$ cat src/rtl/ucnt_pkg.sv
package ucnt_pkg;
  typedef enum logic [2:0] {
    ST_IDLE  = 3'd0,
    ST_ARM   = 3'd1,
    ST_OPEN  = 3'd2,
    ST_CLOSE = 3'd3,
    ST_HOLD  = 3'd4
  } ucnt_state_e;

  localparam logic MODE_FREQ = 1'b0;
  localparam logic MODE_PER  = 1'b1;
endpackage

$ cat src/rtl/ucnt_edge_sync.sv
module ucnt_edge_sync #(
  parameter int SYNC_STAGES = 2
) (
  input  logic clk,
  input  logic rst_n,
  input  logic sig_in,
  output logic rise
);
  logic [SYNC_STAGES:0] shreg;

  always_ff @(posedge clk or negedge rst_n) begin
    if (!rst_n) shreg <= '0;
    else        shreg <= {shreg[SYNC_STAGES-1:0], sig_in};
  end

  // new high level after the synchronizer, previous sample low
  assign rise = shreg[SYNC_STAGES-1] & ~shreg[SYNC_STAGES];
endmodule

$ cat src/rtl/ucnt_decade_chain.sv
module ucnt_decade_chain #(
  parameter int NUM_DEC = 7
) (
  input  logic             clk,
  input  logic             rst_n,
  output logic [NUM_DEC:0] tc
);
  logic [NUM_DEC:0] carry;
  assign carry[0] = 1'b1;

  // Each stage advances when every stage below sits at nine,
  // so carry[i] pulses once every 10^i cycles.
  for (genvar i = 0; i < NUM_DEC; i++) begin : g_dec
    logic [3:0] digit;
    always_ff @(posedge clk or negedge rst_n) begin
      if (!rst_n)        digit <= '0;
      else if (carry[i]) digit <= (digit == 4'd9) ? 4'd0 : digit + 4'd1;
    end
    assign carry[i+1] = carry[i] & (digit == 4'd9);
  end

  assign tc = carry;
endmodule

$ cat src/rtl/ucnt_sat_acc.sv
module ucnt_sat_acc #(
  parameter int W = 32
) (
  input  logic         clk,
  input  logic         rst_n,
  input  logic         clr,
  input  logic         inc,
  output logic [W-1:0] value,
  output logic         ovf
);
  localparam logic [W-1:0] MAXV = '1;

  always_ff @(posedge clk or negedge rst_n) begin
    if (!rst_n) begin
      value <= '0;
      ovf   <= 1'b0;
    end else if (clr) begin
      value <= '0;
      ovf   <= 1'b0;
    end else if (inc) begin
      if (value == MAXV) ovf   <= 1'b1;
      else               value <= value + 1'b1;
    end
  end
endmodule

$ cat src/rtl/ucnt_engine.sv
module ucnt_engine #(
  parameter int CNT_W       = 32,
  parameter int AVG_W       = 8,
  parameter int NUM_DEC     = 7,
  parameter int SYNC_STAGES = 2,
  localparam int GEXP_W     = $clog2(NUM_DEC + 1)
) (
  input  logic              clk,
  input  logic              rst_n,
  input  logic              start,
  input  logic              mode,
  input  logic [GEXP_W-1:0] gate_exp,
  input  logic [AVG_W-1:0]  n_avg,
  input  logic              sig_in,
  output logic              busy,
  output logic              res_valid,
  input  logic              res_ready,
  output logic [CNT_W-1:0]  res_count,
  output logic              res_ovf
);
  import ucnt_pkg::*;

  localparam logic [GEXP_W-1:0] GEXP_MAX = GEXP_W'(NUM_DEC);

  ucnt_state_e       state;
  logic              mode_q;
  logic [GEXP_W-1:0] gexp_q;
  logic [AVG_W-1:0]  navg_q;
  logic [AVG_W-1:0]  per_cnt;
  logic [NUM_DEC:0]  tc_vec;
  logic              tc_sel;
  logic              rise;
  logic              gate_open;
  logic              open_now;
  logic              close_now;
  logic              acc_clr;
  logic              acc_inc;
  logic [CNT_W-1:0]  acc_val;
  logic              acc_ovf;
  logic [CNT_W-1:0]  res_q;
  logic              ovf_q;

  ucnt_edge_sync #(.SYNC_STAGES(SYNC_STAGES)) sync_i (
    .clk(clk), .rst_n(rst_n), .sig_in(sig_in), .rise(rise)
  );

  ucnt_decade_chain #(.NUM_DEC(NUM_DEC)) tb_chain_i (
    .clk(clk), .rst_n(rst_n), .tc(tc_vec)
  );

  ucnt_sat_acc #(.W(CNT_W)) acc_i (
    .clk(clk), .rst_n(rst_n), .clr(acc_clr), .inc(acc_inc),
    .value(acc_val), .ovf(acc_ovf)
  );

  assign tc_sel    = tc_vec[gexp_q];
  assign gate_open = (state == ST_OPEN);

  // window edges: divider terminal count or input edge, never mid-interval
  always_comb begin
    open_now  = 1'b0;
    close_now = 1'b0;
    if (state == ST_ARM)
      open_now = (mode_q == MODE_PER) ? rise : tc_sel;
    if (state == ST_OPEN)
      close_now = (mode_q == MODE_PER) ? (rise && (per_cnt == navg_q - 1'b1)) : tc_sel;
  end

  assign acc_clr = open_now || (state == ST_CLOSE);
  assign acc_inc = gate_open && ((mode_q == MODE_PER) ? 1'b1 : rise);

  always_ff @(posedge clk or negedge rst_n) begin
    if (!rst_n) begin
      state   <= ST_IDLE;
      mode_q  <= MODE_FREQ;
      gexp_q  <= '0;
      navg_q  <= AVG_W'(1);
      per_cnt <= '0;
      res_q   <= '0;
      ovf_q   <= 1'b0;
    end else begin
      unique case (state)
        ST_IDLE: begin
          if (start) begin
            mode_q <= mode;
            gexp_q <= (gate_exp > GEXP_MAX) ? GEXP_MAX : gate_exp;
            navg_q <= (n_avg == '0) ? AVG_W'(1) : n_avg;
            state  <= ST_ARM;
          end
        end
        ST_ARM: begin
          if (open_now) begin
            per_cnt <= '0;
            state   <= ST_OPEN;
          end
        end
        ST_OPEN: begin
          if (rise) per_cnt <= per_cnt + 1'b1;
          if (close_now) state <= ST_CLOSE;
        end
        ST_CLOSE: begin
          res_q <= acc_val;
          ovf_q <= acc_ovf;
          state <= ST_HOLD;
        end
        ST_HOLD: begin
          if (res_ready) state <= ST_IDLE;
        end
        default: state <= ST_IDLE;
      endcase
    end
  end

  assign busy      = (state != ST_IDLE);
  assign res_valid = (state == ST_HOLD);
  assign res_count = res_q;
  assign res_ovf   = ovf_q;
endmodule

$ cat config.mk
export PLATFORM = sky130hd
export DESIGN_NAME = ucnt_engine
export DESIGN_NICKNAME = d
export VERILOG_FILES = /design/src/rtl/ucnt_pkg.sv /design/src/rtl/ucnt_edge_sync.sv /design/src/rtl/ucnt_decade_chain.sv /design/src/rtl/ucnt_sat_acc.sv /design/src/rtl/ucnt_engine.sv
export SDC_FILE = /design/constraint.sdc
export NUM_CORES = 1
export LEC_CHECK = 0
export ABC_AREA = 1
export BUFFER_PORTS_ARGS = -buffer_cell sky130_fd_sc_hd__buf_2
export CORE_ASPECT_RATIO = 0.9
export CORE_MARGIN = 2
export CORE_UTILIZATION = 55
export CTS_BUF_LIST = sky130_fd_sc_hd__clkbuf_2
export DETAILED_ROUTE_END_ITERATION = 12
export PLACE_DENSITY = 0.74
export RECOVER_POWER = 25
export SYNTH_ARGS = -nofsm -noshare
export SYNTH_HDL_FRONTEND = slang
export SYNTH_SLANG_ARGS = --single-unit
$ cat constraint.sdc
create_clock -name clk -period 2.2 [get_ports clk]
set_clock_uncertainty 0.2 [all_clocks]
set_input_delay 0.44 -clock clk [delete_from_list [all_inputs] [get_ports clk]]
set_output_delay 0.44 -clock clk [all_outputs]
set_load 0.02 [all_outputs]
[Word-level counts from Yosys, hierarchy flattened]
Index checks and enable logic that the tools add are counted.
Storage, ports and cells
  input bits: 17
  output and inout port bits: 35
  memory bits (read-only): 0
  memories kept: 0
  RAM bits: 0
  latch bits: 0
  flip-flop bits (word level): 120
Operators by class
  divide/modulo/power cells: 0
  reductions and logical operators: 14
  eq/ne operators: 19
  muxes and demuxes: 30
  bitwise operators: 8
  $mul: 0
  add/sub/neg operators: 10
  shifts and indexed selects: 0
  $lt $le $gt $ge: 2
Operators by type and width (number)
  32-bit two-way mux: 3
  32-bit by 1-bit adder with 32-bit output, second input constant: 1
  32-bit == test, second input constant: 1
  4-bit by 1-bit adder with 4-bit output, second input constant: 7
  4-bit == test, second input constant: 7
  4-bit two-way mux: 7
  8-bit two-way mux: 3
  8-bit one-hot mux with 2 select lines: 1
  3-bit two-way mux: 5
  3-bit one-hot mux with 5 select lines: 1
  1-bit two-way mux: 9
  8-bit by 1-bit adder with 8-bit output, second input constant: 1
  8-bit == test: 1
  8-bit logical NOT: 1
  2-bit inequality test, second input constant: 4
  8-bit by 1-bit subtractor with 8-bit output, second input constant: 1
  1-bit AND: 7
  3-bit by 2-bit == test with 1-bit output, second input constant: 2
  2-bit AND reduction: 3
  2-bit nonzero test: 3
  3-bit by 4-bit < comparator with 1-bit output, second input constant: 1
  2-bit by 1-bit inequality test with 1-bit output, second input constant: 2
  4-bit AND reduction: 1
  1-bit binary-select mux with 3-bit select: 1
  9 further kinds: 10

[Longest topological paths before layout]
Gate-level depths: netlist of the first run.
  depth in word-level cells: 14
  depth in mapped cells: 14

[Modules after synthesis]
A second synthesis of the first run with hierarchy kept.
Second synthesis, totals
  cells, all modules: 794
  area, all modules: 6736.5 um^2
Modules (own cells, without submodules)
  ucnt_engine: cells an instance 295, area each 2765.2 um^2, instances 1
  ucnt_sat_acc: cells an instance 314, area each 2368.5 um^2, instances 1
  ucnt_decade_chain: cells an instance 180, area each 1517.7 um^2, instances 1
  ucnt_edge_sync: cells an instance 5, area each 85.1 um^2, instances 1

[Worst setup path after synthesis of the first run]
Ideal clock, no wire load.
  path kind: flip-flop to flip-flop
  from: register navg_q[0]
  to: register state[0]
  data arrival time: 1.655 ns
  cell stages (with the launch flop): 13
  data required time: 1.923 ns
  slack: 0.268 ns
  cell sequence: dfstp_2 inv_1 ha_1 or2_2 nand3b_1 nand2_1 nor2_1 nand3_1 nor2_1 nor2_1 nand2_1 nand2_1 a21oi_1
Between the ends
  longest elaborated chain between the ends: 7
Ends and longest elaborated chain
  start: declaration: line ucnt_engine.sv:28  | logic [AVG_W-1:0] navg_q;
  start signal: assignment: line ucnt_engine.sv:87  | navg_q <= (n_avg == '0) ? AVG_W'(1) : n_avg;
  8-bit by 1-bit subtractor with 8-bit output: line ucnt_engine.sv:66  | close_now = (mode_q == MODE_PER) ? (rise && (per_cnt == navg_q - 1'b1)) : tc_sel;
  8-bit == test: line ucnt_engine.sv:66
  1-bit logical AND: line ucnt_engine.sv:66
  1-bit two-way mux: line ucnt_engine.sv:66
  1-bit two-way mux: line ucnt_engine.sv:65  | if (state == ST_OPEN)
  2-bit by 1-bit inequality test with 1-bit output (no line)
  4-bit AND reduction (no line)
  end signal: assignment: line ucnt_engine.sv:74  | state <= ST_IDLE;
  end signal: assignment: line ucnt_engine.sv:88  | state <= ST_ARM;
  end signal: assignment: line ucnt_engine.sv:94  | state <= ST_OPEN;
  end: declaration: line ucnt_engine.sv:25  | ucnt_state_e state;
No other way between the ends.
A chain may end at the register's enable or synchronous reset.

[Worst setup path after layout of the first run]
  from: register state[0]
  to: output res_valid
Between the ends
  longest elaborated chain between the ends: 1
Ends and longest elaborated chain
  3-bit == test: line ucnt_engine.sv:115  | assign res_valid = (state == ST_HOLD);
  end: declaration: line ucnt_engine.sv:16  | output logic res_valid,
No other way between the ends.

==> run summary, run 1 <==
Status: finished with violations
Failing checks: negative setup slack
Die Width: 116 µm
CTS Buf Count: 17
Port Buf Inserts: 51
Drt via density: 5.47
Crit path time final: 2.29 ns
DIE HEIGHT: 105 µm
Worst hold margin: 0.176 ns
Later-pin clock latency in the skew report: 0.73 ns
Largest cells by area after synthesis: dfrtp_1 (48%), nand2_1 (9.6%), xor2_1 (6.5%)
Worst path top cell family by delay: flip-flops
Relative slew slack: 41.9%
Critical path data arrival time: 1.65 ns
Post-route non-filler standard cell count: 1022
CP Capture Type: output port
RSZ-0062 raised after global routing: true
Syn nets: 763
Cells after DPL: 950
Setup crit end: res_valid
Crit path kind: flop to output port
Startpoint types: flop
Total global routing overflow: 0
DR DRC count: 0
Reg2reg path depth: 12
Max Slew Vio Count: 0
Worst Setup SP: state[0]$_DFFE_PN0P_
Final Cycle Share: 104%
Synthesized instance count: 743
ANT cells: 0
Syn avg cell area: 8.36 µm²
First-pass GRT wire length: 25.5 mm
H-Tree Depth: 4
Worst Path Max Fanout: 2
Site Rows: 36
R2R Setup Slk: 0 ns
# clock sinks: 120
Layout area overhead: 22.9%
Hold path cells: 2
CP bufs+invs: 2
CP max stage cell: dfrtp_1
Wire per inst: 16.0 µm
Final wirelength: 16.4 mm
Vias in the first global route: 5389
Utilization after layout: 70.0%
Routability Congestion: 0.851
Initial Utilization: 57.0%
Leakage: 3.67 nW
Reg-to-Reg Start: tb_chain_i.g_dec[1].digit[3]$_DFFE_PN0P_
CP Depth: 4
Dominant cell type by area after synthesis: dfrtp_1
Post-DP HPWL: 10.2 mm
Clk buf depth: 2
FMAX: 437 MHz
Critical R2R Capture: acc_i.value[30]$_DFFE_PN0P_
Die Area: 12200 µm²
GR Util All Layers: 26.8%
Root Buffer: clkbuf_2
Fillers: 824
Yosys Warn Count: 0
Final setup fails: 4
DR pass1 iterations: 5
Largest net degree at the start of global routing: 49
Routed Antenna Nets: 0
Fin area: 7630 µm²
Worst-margin pin slew: 0.871 ns
Synth top area share: 48.0%
Setup_tns: -0.110 ns
Crit path largest cell delay: 0.47 ns
Final Hold Fails: 0
DP Area: 6730 µm²
Seq/Total Area, Yosys: 48.4%
Setup WS post-layout: -0.0878 ns
DR iter-0 viols: 445
VDD IR max: 0.480 mV
Synthesized area: 6210 µm²
Critical path cell sequence: inv_2 > nand2_2 > nor2_4 > buf_6
Pwr dens: 871 nW/µm²
Synth unique cells: 35
# Max-Cap Violations: 0
CTS tree: yes
Seq cells post-synth: 120
Total core area: 10900 µm²
Hold Crit Class: primary input to flop
Worst EP required: 1.56 ns
Io pins: 52
Share of cells above drive strength 1: 25.7%
Initial antenna violation count: 0
Fin nets: 877
CTS clock-pin slew for the worst setup and hold paths: 0.19 ns
DR vias: 5590
-- per-stage QoR --
stage	total power [mW]	worst slack, ns
3_3_place_gp	4.41	0.0968
4_1_cts	6.20	-0.00947
6_report	6.65	-0.0878
5_1_grt	6.96	-0.133
2_1_floorplan	4.00	0.268
3_5_place_dp	4.48	-0.0318
-- where the power goes --
part           total, mW  internal [mW]  switching (mW)
combinational       2.44          0.886            1.55
clock               1.59          0.750           0.838
sequential          2.62           2.41           0.211
-- synth_stat cells (all sizes together) --
cell type and count:
a21oi 32, a31oi 1, buf 10, clkbuf 9, dfrtp 119, dfstp 1, ha 3, inv 98
mux2 11, mux2i 2, nand2 165, nand3 61, nand3b 3, nand4 18, nor2 89, nor3 16
nor4 4, o21a 2, o21ai 40, o22ai 1, o31ai 1, or2 2, xnor2 9, xor2 46
-- registers in the layout, summed over array words and instances (netlist names) --
register                cells
acc_i.ovf                   1
acc_i.value                32
gexp_q                      3
mode_q                      1
navg_q                      8
per_cnt                     8
res_count                  32
res_ovf                     1
state                       3
sync_i.shreg                3
tb_chain_i.g_dec.digit     28
-- routing by layer --
| metal | wire [µm] | GRT usage, % | vias to the layer above |
|---|---|---|---|
| li1 | - | - | 2595 |
| met5 | 0 | 0 | - |
| met4 | 559 | 11.0 | 0 |
| met2 | 7720 | 40.6 | 250 |
| met1 | 6840 | 36.8 | 2693 |
| met3 | 1240 | 6.55 | 52 |
-- worst min-delay path by stage --
stage | slack [ns] | from | endpoint
finish | 0.18 | sig_in | sync_i.shreg[0]$_DFF_PN0_
global route | 0.11 | sig_in | sync_i.shreg[0]$_DFF_PN0_
CTS | 0.04 | rst_n | tb_chain_i.g_dec[1].digit[3]$_DFFE_PN0P_
detailed placement | 0.15 | sync_i.shreg[0]$_DFF_PN0_ | sync_i.shreg[1]$_DFF_PN0_
global placement | 0.14 | sync_i.shreg[0]$_DFF_PN0_ | sync_i.shreg[1]$_DFF_PN0_
floorplan | -0.06 | rst_n | acc_i.ovf$_DFFE_PN0P_
-- cell usage in the layout (no fill, tap or decap), types with 4 or more instances in the layout --
cell type	n
nor4_1	4
buf_4	37
inv_2	13
nor2_4	11
nand2_1	147
buf_2	48
nand2_4	5
dfrtp_2	5
inv_1	83
mux2_2	11
nand3_1	40
xnor2_1	9
nor2_2	8
nand4_1	18
a21oi_1	30
dfrtp_1	114
nand3_4	4
clkbuf_2	23
bufinv_16	4
nor2_1	70
nand2_2	12
nor3_1	11
nand3_2	17
dlygate4sd3_1	17
o21ai_0	39
xor2_1	46
-- kinds of logic after synthesis --
logic type / after synthesis / share of synthesized area (%)
xor+xnor: 55 / 7.76
flops: 120 / 48.4
fa+ha+maj: 3 / 0.605
buf+inv: 117 / 8.02
mux: 13 / 2.32
compound gates: 77 / 6.43
simple gates: 358 / 26.5
-- repair_timing --
action / CTS / global route
setup buffers: 4 / 14
pin swaps: 0 / 20
endpoints found under the hold margin: 135 / 0
cloned: 1 / 3
setup endpoints to repair: 24 / 51
resized for setup: 8 / 71
hold buffers: 18 / 0
-- area by class of cell --
cell class                 instances  area, µm²  area share (%)
clock buffer                      21        105            1.38
clock inverter                    11        154            2.02
inverter                          98        373            4.89
multi-input combinational        508       3000            39.3
sequential                       120       3010            39.4
tap                              152        190            2.49
timing repair buffer             112        800            10.5
(Power assumes the default switching activity.)
==> run 2, diff against run 1 <==
Settings changed: PLACE_DENSITY 0.74 to default, PLACE_DENSITY_LB_ADDON from default to 0.1.
==> run summary, run 2 (same netlist as run 1, synthesis figures left out) <==
Initial antenna violation count: 0
Total global routing overflow: 0
Crit path kind: flop to output port
Layout area overhead: 20.4%
Root Buffer: clkbuf_2
Status: finished, final reports clean
Die Area: 12200 µm²
Fin area: 7470 µm²
GR Util All Layers: 25.2%
Die Width: 116 µm
First-pass GRT wire length: 23.9 mm
FMAX: 463 MHz
Utilization after layout: 68.6%
Critical path cell sequence: inv_2 > nand2_2 > nor2_4 > buf_6
Total power after layout: 6.57 mW
Setup_tns: 0 ns
Final setup fails: 0
DR iter-0 viols: 434
DIE HEIGHT: 105 µm
Crit path largest cell delay: 0.45 ns
H-Tree Depth: 4
RSZ-0062 raised after global routing: true
DR pass1 iterations: 8
# clock sinks: 120
Share of cells above drive strength 1: 22.6%
CP Capture Type: output port
Post-DP HPWL: 10.2 mm
Site Rows: 36
Worst path top cell family by delay: flip-flops
Routed Antenna Nets: 0
Crit path time final: 2.16 ns
Port Buf Inserts: 51
Hold Crit Class: primary input to async pin
Worst EP required: 1.56 ns
Final wirelength: 14.9 mm
Relative slew slack: 28.1%
VDD IR max: 0.593 mV
Leading cell type in the layout, fill and taps excluded: nand2_1
ANT cells: 0
DR DRC count: 0
Worst Path Max Fanout: 2
Pwr dens: 879 nW/µm²
Final Hold Fails: 0
Setup WS pre-CTS: 0.0252 ns
CTS Buf Count: 17
Largest net degree at the start of global routing: 40
Drt via density: 5.21
Later-pin clock latency in the skew report: 0.69 ns
CTS tree: yes
Vias in the first global route: 4946
Startpoint types: flop
Io pins: 52
DP Area: 6720 µm²
CTS clock-pin slew for the worst setup and hold paths: 0.17 ns
Worst-margin pin slew: 1.07 ns
Max Slew Vio Count: 0
# Max-Cap Violations: 0
DR vias: 5286
CP max stage cell: dfrtp_1
Clk buf depth: 2
Fin nets: 869
Routability Congestion: 0.889
Wire per inst: 14.6 µm
Most frequent cells in the layout: nand2_1 (151), dfrtp_1 (116), inv_1 (86), nor2_1 (72)
Initial Utilization: 57.0%
Leakage: 3.65 nW
Setup WS post-layout: 0.0381 ns
Final Cycle Share: 98.3%
CP bufs+invs: 2
Total core area: 10900 µm²
Critical path data arrival time: 1.52 ns
## run 2: cell count changes in the layout (fill, tap and decap cells not counted), moves of 3 or more
| cell | before | now |
|---|---|---|
| buf_4 | 37 | 31 |
| clkbuf_2 | 23 | 18 |
| inv_1 | 83 | 86 |
| nand2_1 | 147 | 151 |
| nand2_2 | 12 | 9 |
| nand3_1 | 40 | 48 |
| nand3_2 | 17 | 11 |
| nor2_2 | 8 | 12 |
| nor2_4 | 11 | 5 |
## run 2: final timing paths
| kind | startpoint | cells after the start | end | slack, ns |
|---|---|---|---|---|
| min in group clk | sync_i.shreg[0]$_DFF_PN0_ | 0 | sync_i.shreg[1]$_DFF_PN0_ | 0.18 |
| setup / recovery | state[0]$_DFFE_PN0P_ | 4 | res_valid | 0.04 |
| hold reg to reg | sync_i.shreg[0]$_DFF_PN0_ | 0 | sync_i.shreg[1]$_DFF_PN0_ | 0.18 |
| max in group asynchronous | rst_n | 3 | state[0]$_DFFE_PN0P_ | 0.26 |
| setup reg to reg | acc_i.value[11]$_DFFE_PN0P_ | 10 | acc_i.value[3]$_DFFE_PN0P_ | 0.09 |
| hold / removal | rst_n | 3 | navg_q[5]$_DFFE_PN0P_ | 0.12 |
## run 2: cell type report
| class | instances | area [µm²] |
|---|---|---|
| flip-flops and latches | 120 | 3010 |
| clock buffers | 17 | 85.1 |
| clock inverters | 15 | 208 |
| fillers | 887 | 3430 |
| inverters | 98 | 370 |
| repair buffers | 105 | 753 |
| well taps | 152 | 190 |
| multi-input cells | 507 | 2860 |
## run 2: per-stage QoR
stage / hold slack [ns] / instances
CTS: 0.0750 / 999
global route: 0.107 / 1014
global placement: 0.136 / 949
detailed placement: 0.146 / 949
floorplan: -0.0556 / 743
finish: 0.116 / 1014
## run 2: timing repair
action | CTS | global route
cloned | 0 | 2
pin swaps | 0 | 7
gates resized for setup | 7 | 37
buffers inserted | 0 | 13
hold endpoints to repair | 134 | 0
endpoints found under the setup margin | 8 | 52
hold buffers | 18 | 0
## run 2: report_power, final
| group | switching (mW) | total [mW] | internal [mW] |
|---|---|---|---|
| registers | 0.203 | 2.61 | 2.41 |
| logic | 1.43 | 2.26 | 0.828 |
| clock network | 0.853 | 1.70 | 0.846 |
## run 2: metal layers
| metal | vias up | track usage (%) | part of all wire [%] |
|---|---|---|---|
| met5 | - | 0 | 0 |
| met4 | 0 | 7.99 | 1.3 |
| met3 | 18 | 6.50 | 6.3 |
| met2 | 156 | 36.8 | 46 |
| met1 | 2531 | 36.8 | 46 |
| li1 | 2581 | - | - |
## run 2: worst register-to-register path, cell delays in order (launching register included)
cell     delay [ns]
dfrtp_1        0.45
inv_2          0.11
nor3_4         0.22
nand2_2        0.11
nor2_4         0.22
nand3_4        0.12
nand2_4        0.13
buf_12         0.15
nor2_1         0.06
xor2_1         0.14
a21oi_1        0.14
